<file path="src/rtl/cps_pkg.sv">
package cps_pkg;
   typedef enum logic {
      SEQ_IDLE = 1'b0,
      SEQ_RAMP = 1'b1
   } seq_state_e;

   localparam int unsigned CPS_MAX_CH = 32;
endpackage

</file>
<file path="src/rtl/cps_req_store.sv">
module cps_req_store #(
   parameter int unsigned N_CH = 4
) (
   input  logic            clk,
   input  logic            rst_n,
   input  logic            seq_bypass,
   input  logic            therm_hold,
   input  logic [N_CH-1:0] act_req,
   input  logic [N_CH-1:0] drv_en,
   input  logic [N_CH-1:0] take,
   output logic [N_CH-1:0] pend
);
   logic [N_CH-1:0] pend_q;
   logic [N_CH-1:0] pend_d;

   for (genvar g = 0; g < N_CH; g++) begin : g_slot
      logic admit;
      assign admit     = !drv_en[g] && !therm_hold;
      assign pend_d[g] = !seq_bypass && act_req[g] && !take[g] &&
                         (pend_q[g] || admit);
   end

   always_ff @(posedge clk or negedge rst_n) begin
      if (!rst_n) pend_q <= '0;
      else        pend_q <= pend_d;
   end

   assign pend = pend_q;
endmodule

</file>
<file path="src/rtl/cps_prio_pick.sv">
module cps_prio_pick #(
   parameter int unsigned N_CH = 4
) (
   input  logic [N_CH-1:0] req,
   output logic [N_CH-1:0] gnt,
   output logic            any
);
   logic [N_CH:0] seen;

   assign seen[0] = 1'b0;
   for (genvar g = 0; g < N_CH; g++) begin : g_chain
      assign gnt[g]    = req[g] && !seen[g];
      assign seen[g+1] = seen[g] || req[g];
   end

   assign any = seen[N_CH];
endmodule

</file>
<file path="src/rtl/cps_drv_ctrl.sv">
module cps_drv_ctrl
   import cps_pkg::*;
#(
   parameter int unsigned N_CH = 4
) (
   input  logic            clk,
   input  logic            rst_n,
   input  logic            seq_bypass,
   input  logic [N_CH-1:0] act_req,
   input  logic [N_CH-1:0] cur_lim,
   input  logic [N_CH-1:0] gnt_oh,
   output logic [N_CH-1:0] take,
   output logic [N_CH-1:0] drv_en,
   output logic [N_CH-1:0] ramp_oh
);
   seq_state_e      state_q, state_d;
   logic [N_CH-1:0] act_oh_q, act_oh_d;
   logic [N_CH-1:0] en_q, en_d;
   logic            ramping, lim_hit, off_hit, fire;

   assign ramping = (state_q == SEQ_RAMP);
   assign lim_hit = |(act_oh_q & cur_lim);
   assign off_hit = |(act_oh_q & ~act_req);
   assign fire    = !ramping && !seq_bypass && |(gnt_oh & act_req);
   assign take    = fire ? gnt_oh : '0;

   always_comb begin
      state_d  = state_q;
      act_oh_d = act_oh_q;
      if (seq_bypass) begin
         state_d  = SEQ_IDLE;
         act_oh_d = '0;
      end else if (ramping) begin
         if (!lim_hit || off_hit) begin
            state_d  = SEQ_IDLE;
            act_oh_d = '0;
         end
      end else if (fire) begin
         state_d  = SEQ_RAMP;
         act_oh_d = gnt_oh;
      end
   end

   always_comb begin
      if (seq_bypass) en_d = act_req;
      else            en_d = (en_q | take) & act_req;
   end

   always_ff @(posedge clk or negedge rst_n) begin
      if (!rst_n) begin
         state_q  <= SEQ_IDLE;
         act_oh_q <= '0;
         en_q     <= '0;
      end else begin
         state_q  <= state_d;
         act_oh_q <= act_oh_d;
         en_q     <= en_d;
      end
   end

   assign drv_en  = en_q;
   assign ramp_oh = ramping ? act_oh_q : '0;
endmodule

</file>
<file path="src/rtl/chan_power_seq.sv">
module chan_power_seq #(
   parameter int unsigned N_CH = 4
) (
   input  logic            clk,
   input  logic            rst_n,
   input  logic            seq_bypass,
   input  logic            therm_hold,
   input  logic [N_CH-1:0] act_req,
   input  logic [N_CH-1:0] cur_lim,
   output logic [N_CH-1:0] drv_en,
   output logic [N_CH-1:0] pof
);
   if (N_CH < 2 || N_CH > cps_pkg::CPS_MAX_CH) begin : g_bad_cfg
      $error("chan_power_seq: N_CH out of range");
   end

   logic [N_CH-1:0] pend, gnt_oh, take, ramp_oh;
   logic            gnt_any;

   cps_req_store #(.N_CH(N_CH)) u_store (
      .clk        (clk),
      .rst_n      (rst_n),
      .seq_bypass (seq_bypass),
      .therm_hold (therm_hold),
      .act_req    (act_req),
      .drv_en     (drv_en),
      .take       (take),
      .pend       (pend)
   );

   cps_prio_pick #(.N_CH(N_CH)) u_pick (
      .req (pend),
      .gnt (gnt_oh),
      .any (gnt_any)
   );

   cps_drv_ctrl #(.N_CH(N_CH)) u_ctrl (
      .clk        (clk),
      .rst_n      (rst_n),
      .seq_bypass (seq_bypass),
      .act_req    (act_req),
      .cur_lim    (cur_lim),
      .gnt_oh     (gnt_any ? gnt_oh : '0),
      .take       (take),
      .drv_en     (drv_en),
      .ramp_oh    (ramp_oh)
   );

   assign pof = pend | ramp_oh;
endmodule

</file>
<file path="config.mk">
export PLATFORM = sky130hd
export DESIGN_NAME = chan_power_seq
export DESIGN_NICKNAME = d
export VERILOG_FILES = /design/src/rtl/cps_pkg.sv /design/src/rtl/cps_req_store.sv /design/src/rtl/cps_prio_pick.sv /design/src/rtl/cps_drv_ctrl.sv /design/src/rtl/chan_power_seq.sv
export SDC_FILE = /design/constraint.sdc
export NUM_CORES = 1
export LEC_CHECK = 0
export CAP_MARGIN = 20
export CORE_AREA = 2 2 45 47
export DETAILED_ROUTE_END_ITERATION = 10
export DIE_AREA = 0 0 47 49
export DONT_BUFFER_PORTS = 1
export SLEW_MARGIN = 20
export SYNTH_ARGS = -nofsm -noshare
export SYNTH_HDL_FRONTEND = slang
export SYNTH_SLANG_ARGS = --single-unit
export TNS_END_PERCENT = 100
</file>
<file path="constraint.sdc">
create_clock -name clk -period 4.88 [get_ports clk]
set_clock_uncertainty 0.2 [all_clocks]
set_input_delay 0.244 -clock clk [delete_from_list [all_inputs] [get_ports clk]]
set_output_delay 0.244 -clock clk [all_outputs]
set_load 0.05 [all_outputs]
</file>
-- Yosys cells after proc, flatten, opt, wreduce, memory -nomap -nowiden
Cells that the tools add are included.
- register bits after elaboration: 13
- input bits: 12
- output and inout port bits: 8
- logic and storage cells: 73
- eq/ne operators: 1
- muxes and demuxes: 12
- bitwise gates (word level): 7
- reductions and logical operators: 49
- operators by type and width (kind ; count):
    $mux 4 ; 8
    $logic_and 1x1->1 ; 21
    $and 4x4->4 ; 4
    $logic_not 1->1 ; 15
    $reduce_or 4->1 ; 3
    $logic_or 1x1->1 ; 8
    $or 4x4->4 ; 2
    $mux 1 ; 4
    $not 4->4 ; 1
    $ne 3x3->1 const B ; 1
    $reduce_bool 3->1 ; 1
    $reduce_and 2->1 ; 1

-- Depth between registers and ports, before layout
Gate-level depths: netlist of run 1.
- word-level depth: 12
- depth in mapped cells: 5
- gate-level depth less buffers: 4

-- Modules after synthesis
Synthesis of run 1 repeated with hierarchy kept, for this count alone.
- cell total of the unflattened synthesis: 80
- area, all modules: 798.3 um2
- modules (own cells, without submodules) (module ; instances ; cells an instance ; area each (um2) ; seq. area each (um2)):
    cps_drv_ctrl ; 1 ; 51 ; 540.5 ; 225.2
    cps_req_store ; 1 ; 16 ; 170.2 ; 100.1
    chan_power_seq ; 1 ; 8 ; 50.0 ; 0.0
    cps_prio_pick ; 1 ; 5 ; 37.5 ; 0.0

-- Worst setup path before layout of run 1
OpenSTA, ideal clock, no wires.
- kind: reg2reg
- start: register u_store.pend_q[1], in the netlist u_store.pend[1]
- end: register u_ctrl.act_oh_q[3]
- library setup time: 0.122 ns
- data arrival time: 1.226 ns
- data required time: 4.558 ns
- slack: 3.332 ns
- stages on the path, launching flop included: 5
- buffers on the path: 0
- period minus slack after synthesis: 1.548 ns
- cells stage by stage: dfrtp_1 > nand3b_1 > a22o_1 > a32o_1 > a32o_1
- longest elaborated chain between the ends: 10
- elaborated cells on any way between the ends: 17
- those cells by class: 4 x mux; 1 x bitwise; 12 x reduce/logical
- RTL lines (element ; RTL line ; text):
    start: declaration ; cps_req_store.sv:13 ; logic [N_CH-1:0] pend_q;
    start signal: assignment ; cps_req_store.sv:25 ; else pend_q <= pend_d;
    $logic_or 1x1->1 (2 in series) ; cps_prio_pick.sv:13 ; assign seen[g+1] = seen[g] || req[g];
    $logic_not 1->1 ; cps_prio_pick.sv:12 ; assign gnt[g] = req[g] && !seen[g];
    $logic_and 1x1->1 ; cps_prio_pick.sv:12 ;
    $mux 4 * ; chan_power_seq.sv:43 ; .gnt_oh (gnt_any ? gnt_oh : '0),
    $and 4x4->4 ; cps_drv_ctrl.sv:24 ; assign fire = !ramping && !seq_bypass && |(gnt_oh & act_req);
    $reduce_or 4->1 ; cps_drv_ctrl.sv:24 ;
    $logic_and 1x1->1 ; cps_drv_ctrl.sv:24 ;
    $reduce_bool 3->1 (no line) ; n/a ;
    $reduce_and 2->1 (no line) ; n/a ;
    end signal: assignment ; cps_drv_ctrl.sv:56 ; act_oh_q <= act_oh_d;
    end: declaration ; cps_drv_ctrl.sv:17 ; logic [N_CH-1:0] act_oh_q, act_oh_d;
Every way passes the cells marked *; elsewhere a longest branch is shown, timed or not. The select of a mux whose other input is x is not followed.
A chain may end at the register's enable or synchronous reset.

-- Final worst setup path of run 1
- start: register u_ctrl.en_q[1], in the netlist u_ctrl.drv_en[1]
- end: register u_store.pend_q[1], in the netlist u_store.pend[1]
- longest elaborated chain between the ends: 4
- RTL lines (element ; RTL line ; text):
    start: declaration ; cps_drv_ctrl.sv:18 ; logic [N_CH-1:0] en_q, en_d;
    start signal: assignment ; cps_drv_ctrl.sv:57 ; en_q <= en_d;
    $logic_not 1->1 ; cps_req_store.sv:18 ; assign admit = !drv_en[g] && !therm_hold;
    $logic_and 1x1->1 ; cps_req_store.sv:18 ;
    $logic_or 1x1->1 ; cps_req_store.sv:20 ; (pend_q[g] || admit);
    $logic_and 1x1->1 ; cps_req_store.sv:19 ; assign pend_d[g] = !seq_bypass && act_req[g] && !take[g] &&
    named net u_store.pend_d[1] ; cps_req_store.sv:14 ; logic [N_CH-1:0] pend_d;
The timed path passes the listed nets, and every way through them passes these cells.

==> results of run 1 <==
## stage by stage
stage / worst slack, ns / instance area (um2)
2_1_floorplan: 3.332 / 701.9
3_3_place_gp: 3.168 / 724.4
3_5_place_dp: 3.147 / 724.4
4_1_cts: 2.938 / 850.8
5_1_grt: 2.858 / 850.8
6_report: 2.952 / 850.8
## synth_stat cells, drive strengths merged, types with 3 or more instances
master	instances	share of area
clkbuf	3	0.016
dfrtp	13	0.46
nor2	8	0.043
nor3	5	0.036
inv	3	0.016
a21o	5	0.053
nand3	6	0.043
a21oi	3	0.021
o21ai	4	0.029
## final cells by class
class / count / area (um2) / share of cell area
inverter: 4 / 15.01 / 0.01765
multi-input combinational: 56 / 350.3 / 0.4118
tap: 27 / 33.78 / 0.03971
sequential: 13 / 325.3 / 0.3824
clock buffer: 4 / 26.28 / 0.03088
timing repair buffer: 10 / 100.1 / 0.1176
## metal layers
metal	part of all wire	wire, um	global-route usage	vias to the layer above
met3	0.042	73	0.04444	5
met5	0	0	0	-
met1	0.45	787	0.2353	309
met2	0.48	838	0.2671	15
li1	-	-	-	309
met4	0.025	44	0.09722	0
## registers in the layout, indices dropped and copies added, names as in the netlist
| signal | count |
|---|---|
| u_store.pend | 4 |
| u_ctrl.drv_en | 4 |
| u_ctrl.ramping | 1 |
| u_ctrl.act_oh_q | 4 |
## logic make-up (layout without fill, tap and decap cells)
kind of cell | Yosys count | count (layout)
simple gates | 32 | 32
flops | 13 | 13
compound gates | 24 | 24
buf+inv | 7 | 18
## worst min-delay path by stage
stage	endpoint	cells past startpoint	slack, ns
finish	u_ctrl.ramping	2	-0.008
global route	u_ctrl.act_oh_q[0]	3	0.02
floorplan	u_ctrl.act_oh_q[0]	0	-0.25
global placement	u_ctrl.act_oh_q[3]	0	-0.25
detailed placement	u_ctrl.act_oh_q[2]	0	-0.25
CTS	u_ctrl.ramping	2	0.007
## where the power goes
group,switching (mW),internal [mW]
clock network,0.0374,0.0318
logic,0.0205,0.0148
registers,0.0163,0.113
==> impl_summary.txt, run 1 <==
----------------------------------------------------
[Die]
  Row count ... 16
  Placeable core region ... 1842 um2
  Chip height ... 49 um
  Starting utilization of the core area ... 0.3811
  Die outline width ... 47 um
  Count of boundary I/O pins ... 20
  Floorplan die area ... 2303 um2

[Timing]
  Final Hold Violating Endpoints ... 1
  Period minus WS final ... 1.928 ns
  Fin. max-slew vios ... 0
  Worst slew slack as a fraction of its limit ... 0.5906
  RSZ-0062 raised after global routing ... false
  Post-route fraction of the period consumed by the critical path ... 0.3950
  Fin Hold WS ... -0.007871 ns
  Peak Freq ... 0.5187 GHz
  Transition time at the pin with the least slew margin ... 0.6141 ns
  Final Setup Violations ... 0
  Setup tns final ... 0 ns

[Yosys]
  Yosys synthesis warning count ... 0
  #FFs+latches synth ... 13
  Number of nets in the synthesized netlist ... 88
  Average size of a mapped cell ... 9.236 um2
  Fraction of synthesis flops using an asynchronous set or reset pin ... 1.000
  Share of the yosys chip area belonging to registers ... 0.4635
  Multiplexer share of the synthesized area ... 0
  Post-synthesis adder-cell area fraction ... 0
  Post-Syn Instances ... 76
  Post-synth design cell area ... 701.9 um2
  Number of synthesized flops with an enable pin ... 0
  Most used flip-flop cell after synthesis ... dfrtp_1
  Xor and xnor fraction of the mapped netlist area ... 0
  Compound-gate portion of the synthesized area ... 0.2496
  Combinational family with the most area after synthesis ... compound AO/OA/AOI/OAI gates
  Count of distinct cell types in the synthesized netlist ... 28
  Fraction of the mapped netlist area in simple logic gates ... 0.2496

[Detailed routing]
  Overall via count from detail_route ... 638
  Detail Route Antenna Nets ... 0
  Remaining DRCs ... 0
  Final wirelength ... 1.745 mm
  Number of design-rule violations left by the first detailed-router iteration ... 10
  Vias/cell ... 5.596
  Routed wirelength normalized by instance count ... 15.31 um
  Number of detailed-route iterations in the first pass ... 4

[Setup path]
  Worst reg2reg path endpoint ... u_store.pend[1]
  Start of the worst register-to-register path ... u_ctrl.drv_en[1]
  Cell with the largest stage delay on the worst path ... dfrtp_1
  Crit-path max cell delay ... 0.58 ns
  Depth of the critical timing path with buffers and inverters included ... 3
  Worst-path cell chain ... o31a_1 > nor3b_1 > dlygate4sd3_1
  Kind of start point of the critical path ... flip-flop
  Required time of the worst setup path ... 4.90 ns
  Gate family responsible for the most delay along the worst path ... flip-flops
  Crit Path Category ... reg2reg
  Critical path origin ... u_ctrl.drv_en[1]
  CP endpoint kind ... flip-flop
  Peak fanout along the critical path ... 3
  Worst-case register-to-register setup slack ... 2.95 ns
  Worst endpoint data arrival time ... 1.95 ns
  Endpoint of the worst setup timing path ... u_store.pend[1]
  Worst r2r path cells ... 3
  Critical path buffer and inverter count ... 1

[Layout]
  Most common library cell in the layout ignoring fill and taps ... dfrtp_1
  Filler Cell Count ... 203
  Ratio of cells with drive above 1 in the final layout ... 0.04598
  Final antenna diode count ... 0
  Final core utilization ... 0.4620
  Final standard cell count with taps included and fillers excluded ... 114
  Area growth syn-to-layout ... 21.21%
  Number of nets in the layout ... 100
  Highest-count cells in the layout ignoring fill and taps ... 13 x dfrtp_1, 10 x dlygate4sd3_1, 8 x nor2_1, 6 x nand3_1

[Power and ir drop]
  Worst voltage drop across the vdd grid ... 0.1342 mV
  Power per standard cell area ... 274.3 nW/um2
  Leakage power ... 0.3964 nW
  Overall Power ... 0.2334 mW

[Clock tree]
  Count of hold-fix buffers inserted at cts ... 10
  TritonCTS buffer count ... 3
  Cell at the root of the clock tree ... clkbuf_4
  Buffer levels on the longest clock path ... 2
  Clk Latency, worst-skew pair ... 0.29 ns
  CTS H-tree depth ... 1
  TritonCTS clock tree ... done
  Clock transition at the registers of the reported paths ... 0.08 ns
  Post-CTS setup repair buffer count ... 0
  Count of instances resized after the clock tree is built ... 0
  Clk sink count ... 13

[GRT]
  Global route overflow ... 0
  All-layer global routing usage ... 0.1806
  Global-route wire length before repair ... 2.960 mm
  Pin count of the biggest net entering global routing ... 14
  Number of antenna violations at the first check in global routing ... 0
  Via count of the first global-routing pass ... 643

[Place]
  DP HPWL ... 1.218 mm
  Placed Instances ... 100
  Routability congestion estimate from global placement ... 0.8028
  Port bufs ... 0

[Status]
  Run status ... complete, but fails checks
  Failing checks ... negative hold slack

[Worst hold path]
  Path class of the lowest-slack min-delay path ... in2reg
  Beginning of the worst hold path ... act_req[3]

[Job]
  Max Cap Violations ... 0

----------------------------------------------------
Power figures use the tool's default switching activity.
==> run 2, diff against run 1 <==
ABC_AREA = 1   (was unset)
clock period = 1.6 ns   (was 4.88 ns; I/O delays follow)
==> impl_summary.txt, run 2 <==
----------------------------------------------------
[Clock tree]
  TritonCTS clock tree ... done (unchanged)
  Clk Latency, worst-skew pair ... 0.27 ns (was 0.29 ns)
  TritonCTS buffer count ... 3 (unchanged)
  CTS H-tree depth ... 1 (unchanged)
  Buffer levels on the longest clock path ... 2 (unchanged)
  Clk sink count ... 13 (unchanged)
  Cell at the root of the clock tree ... clkbuf_4 (unchanged)
  Clock transition at the registers of the reported paths ... 0.08 ns (about the same)

[Yosys]
  Most frequently used cell type in the post-synthesis netlist ... nand2_1 (was dfrtp_1)
  Cell taking the most area after synthesis ... dfrtp_1 (unchanged)
  Xor and xnor fraction of the mapped netlist area ... 0 (unchanged)
  #FFs+latches synth ... 13 (unchanged)
  Fraction of synthesis flops using an asynchronous set or reset pin ... 1.000 (unchanged)
  Ranking of synthesized cells by area ... dfrtp_1 47%, nand2_1 20%, nand3_1 6.6% (was dfrtp_1 46%, a21o_1 5.3%, nand3_1 4.3%)
  Combinational family with the most area after synthesis ... simple AND/OR/NAND/NOR gates (was compound AO/OA/AOI/OAI gates)
  Average size of a mapped cell ... 7.142 um2 (was 9.236 um2)
  Share of the yosys chip area belonging to registers ... 0.4745 (was 0.4635)
  Compound-gate portion of the synthesized area ... 0.08759 (was 0.2496)
  Area share of the largest cell type after synthesis ... 0.4745 (was 0.4635)
  Post-Syn Instances ... 96 (was 76)
  Most used flip-flop cell after synthesis ... dfrtp_1 (unchanged)
  Fraction of the mapped netlist area in simple logic gates ... 0.3777 (was 0.2496)
  Number of nets in the synthesized netlist ... 108 (was 88)
  Number of synthesized flops with an enable pin ... 0 (unchanged)
  Count of distinct cell types in the synthesized netlist ... 13 (was 28)
  Multiplexer share of the synthesized area ... 0 (unchanged)
  Post-synthesis adder-cell area fraction ... 0 (unchanged)
  Synth top cells by count ... 36 x nand2_1, 13 x dfrtp_1, 10 x inv_1, 9 x nand3_1, 9 x nor2_1 (was 13 x dfrtp_1, 8 x nor2_1, 6 x nand3_1, 5 x a21o_1, 5 x nor3_1)
  Yosys synthesis warning count ... 0 (unchanged)
  Post-synth design cell area ... 685.7 um2 (was 701.9 um2)

[Layout]
  Number of nets in the layout ... 128 (was 100)
  Final standard cell count with taps included and fillers excluded ... 142 (was 114)
  Ratio of cells with drive above 1 in the final layout ... 0.1043 (was 0.04598)
  Highest-count cells in the layout ignoring fill and taps ... 36 x nand2_1, 13 x dfrtp_1, 11 x dlygate4sd3_1, 10 x inv_1 (was 13 x dfrtp_1, 10 x dlygate4sd3_1, 8 x nor2_1, 6 x nand3_1)
  Final antenna diode count ... 0 (unchanged)
  Area growth syn-to-layout ... 29.93% (was 21.21%)
  Most common library cell in the layout ignoring fill and taps ... nand2_1 (was dfrtp_1)

[Place]
  Port bufs ... 0 (unchanged)
  DP HPWL ... 1.264 mm (was 1.218 mm)
  Placed Instances ... 127 (was 100)
  Routability congestion estimate from global placement ... 0.7663 (was 0.8028)
  Setup Slack @ Placement ... 0.1591 ns (was 3.147 ns)

[Detailed routing]
  Final wirelength ... 1.737 mm (was 1.745 mm)
  Number of detailed-route iterations in the first pass ... 4 (unchanged)
  Remaining DRCs ... 0 (unchanged)
  Number of design-rule violations left by the first detailed-router iteration ... 21 (was 10)
  Detail Route Antenna Nets ... 0 (unchanged)
  Routed wirelength normalized by instance count ... 12.23 um (was 15.31 um)
  Vias/cell ... 4.979 (was 5.596)
  Overall via count from detail_route ... 707 (was 638)

[Setup path]
  Worst reg2reg path endpoint ... u_ctrl.drv_en[2] (was u_store.pend[1])
  Critical path's most frequent cell ... nand2_1
  Worst-case register-to-register setup slack ... 0.16 ns (was 2.95 ns)
  Kind of start point of the critical path ... flip-flop (unchanged)
  Cell with the largest stage delay on the worst path ... dfrtp_1 (unchanged)
  Worst-path cell chain ... nand2_1 > nand2_1 (was o31a_1 > nor3b_1 > dlygate4sd3_1)
  Worst r2r path cells ... 5 (was 3)
  Critical path buffer and inverter count ... 0 (was 1)
  Gate family responsible for the most delay along the worst path ... flip-flops (unchanged)
  Crit-path max cell delay ... 0.46 ns (was 0.58 ns)
  Required time of the worst setup path ... 1.32 ns (was 4.90 ns)
  Worst endpoint data arrival time ... 1.19 ns (was 1.95 ns)
  Crit Path Category ... reg2out (was reg2reg)
  Start of the worst register-to-register path ... u_store.pend[0] (was u_ctrl.drv_en[1])
  CP endpoint kind ... primary output (was flip-flop)
  Peak fanout along the critical path ... 6 (was 3)

[Power and ir drop]
  Power per standard cell area ... 798.0 nW/um2 (was 274.3 nW/um2)
  Worst voltage drop across the vdd grid ... 0.5418 mV (was 0.1342 mV)
  Leakage power ... 0.4616 nW (was 0.3964 nW)

[Worst hold path]
  Hold Crit Endpoint ... u_store.pend[1] (was u_ctrl.ramping)
  Beginning of the worst hold path ... act_req[1] (was act_req[3])
  Path class of the lowest-slack min-delay path ... in2reg (unchanged)
  Hold path cells ... 5 (was 2)

[Timing]
  Final Hold Violating Endpoints ... 0 (was 1)
  Post-route fraction of the period consumed by the critical path ... 0.9190
  Worst Setup Slack, final ... 0.1297 ns (was 2.952 ns)
  RSZ-0062 raised after global routing ... false (unchanged)
  Fin Hold WS ... 0.03262 ns (was -0.007871 ns)
  Peak Freq ... 0.6801 GHz
  Transition time at the pin with the least slew margin ... 0.5971 ns (was 0.6141 ns)
  Period minus WS final ... 1.470 ns
  Fin. max-slew vios ... 0 (unchanged)
  Worst slew slack as a fraction of its limit ... 0.6007 (was 0.5906)
  Setup tns final ... 0 ns (unchanged)
  Final Setup Violations ... 0 (unchanged)

[GRT]
  Via count of the first global-routing pass ... 715 (was 643)
  All-layer global routing usage ... 0.1753 (was 0.1806)
  Number of antenna violations at the first check in global routing ... 0 (unchanged)
  Global route overflow ... 0 (unchanged)
  Global-route wire length before repair ... 2.987 mm (was 2.960 mm)
  Pin count of the biggest net entering global routing ... 14 (unchanged)

[Job]
  Max Cap Violations ... 0 (unchanged)

[Die]
  Chip height ... 49 um (unchanged)
  Floorplan die area ... 2303 um2 (unchanged)
  Die outline width ... 47 um (unchanged)
  Row count ... 16 (unchanged)
  Count of boundary I/O pins ... 20 (unchanged)
  Placeable core region ... 1842 um2 (unchanged)
  Starting utilization of the core area ... 0.3723 (was 0.3811)

[Status]
  Run status ... finished, final reports clean (was complete, but fails checks)

----------------------------------------------------
[run 2: logic make-up after synthesis]
kind of cell / after synthesis
buffers and inverters: 11
AO/OA/AOI/OAI: 12
flip-flops: 13
AND/OR/NAND/NOR: 60
[run 2: layout make-up]
class / instances / area, um2
clock buffers: 4 / 26.28
fillers: 200 / 950.9
inverters: 11 / 41.29
multi-input cells: 72 / 324.1
flip-flops and latches: 13 / 325.3
well taps: 27 / 33.78
repair buffers: 15 / 140.1
[run 2: through the flow]
stage | power, mW | instance area, um2 | utilization
4_1_cts | 0.7175 | 885.9 | 0.4810
5_1_grt | 0.7493 | 890.9 | 0.4837
2_1_floorplan | 0.4535 | 685.7 | -
6_report | 0.7109 | 890.9 | 0.4837
3_5_place_dp | 0.4794 | 749.5 | 0.4069
3_3_place_gp | 0.4790 | 749.5 | 0.4069
[run 2: worst reg2reg max path: stages, from the launching register on]
cell,delay (ns)
dfrtp_1,0.45
nor2_4,0.16
nand3_1,0.13
nand3_2,0.18
nand2_1,0.12
a21oi_1,0.14
[run 2: routing by layer]
metal	vias to the layer above	routed length, um	GRT usage
met2	19	923	0.3014
met4	0	14	0.05556
met1	336	745	0.2178
met5	-	0	0
li1	350	-	-
met3	2	52	0.02222
[run 2: worst max-delay path by stage]
| stage | from | slack, ns | depth (start not counted) | end |
|---|---|---|---|---|
| after floorplan | u_ctrl.ramping | 0.32 | 5 | u_ctrl.drv_en[1] |
| after global placement | u_ctrl.ramping | 0.15 | 5 | u_ctrl.drv_en[1] |
| after detailed placement | u_ctrl.ramping | 0.16 | 5 | u_ctrl.drv_en[1] |
| after CTS | u_ctrl.ramping | 0.12 | 2 | pof[2] |
| after global routing | u_ctrl.ramping | 0.03 | 5 | u_ctrl.drv_en[3] |
| final | u_ctrl.ramping | 0.13 | 2 | pof[2] |
[run 2: report_power, final]
part,switching (mW),internal [mW]
Clock,0.106,0.0965
Sequential,0.0152,0.343
Combinational,0.102,0.0485
Total,0.223,0.488
[run 2: repair_timing]
action / in CTS / in global routing
hold endpoints to repair: 26 / 0
hold buffers: 11 / 0
setup endpoints to repair: 0 / 1
setup buffers: 0 / 0
gates resized for setup: 0 / 1
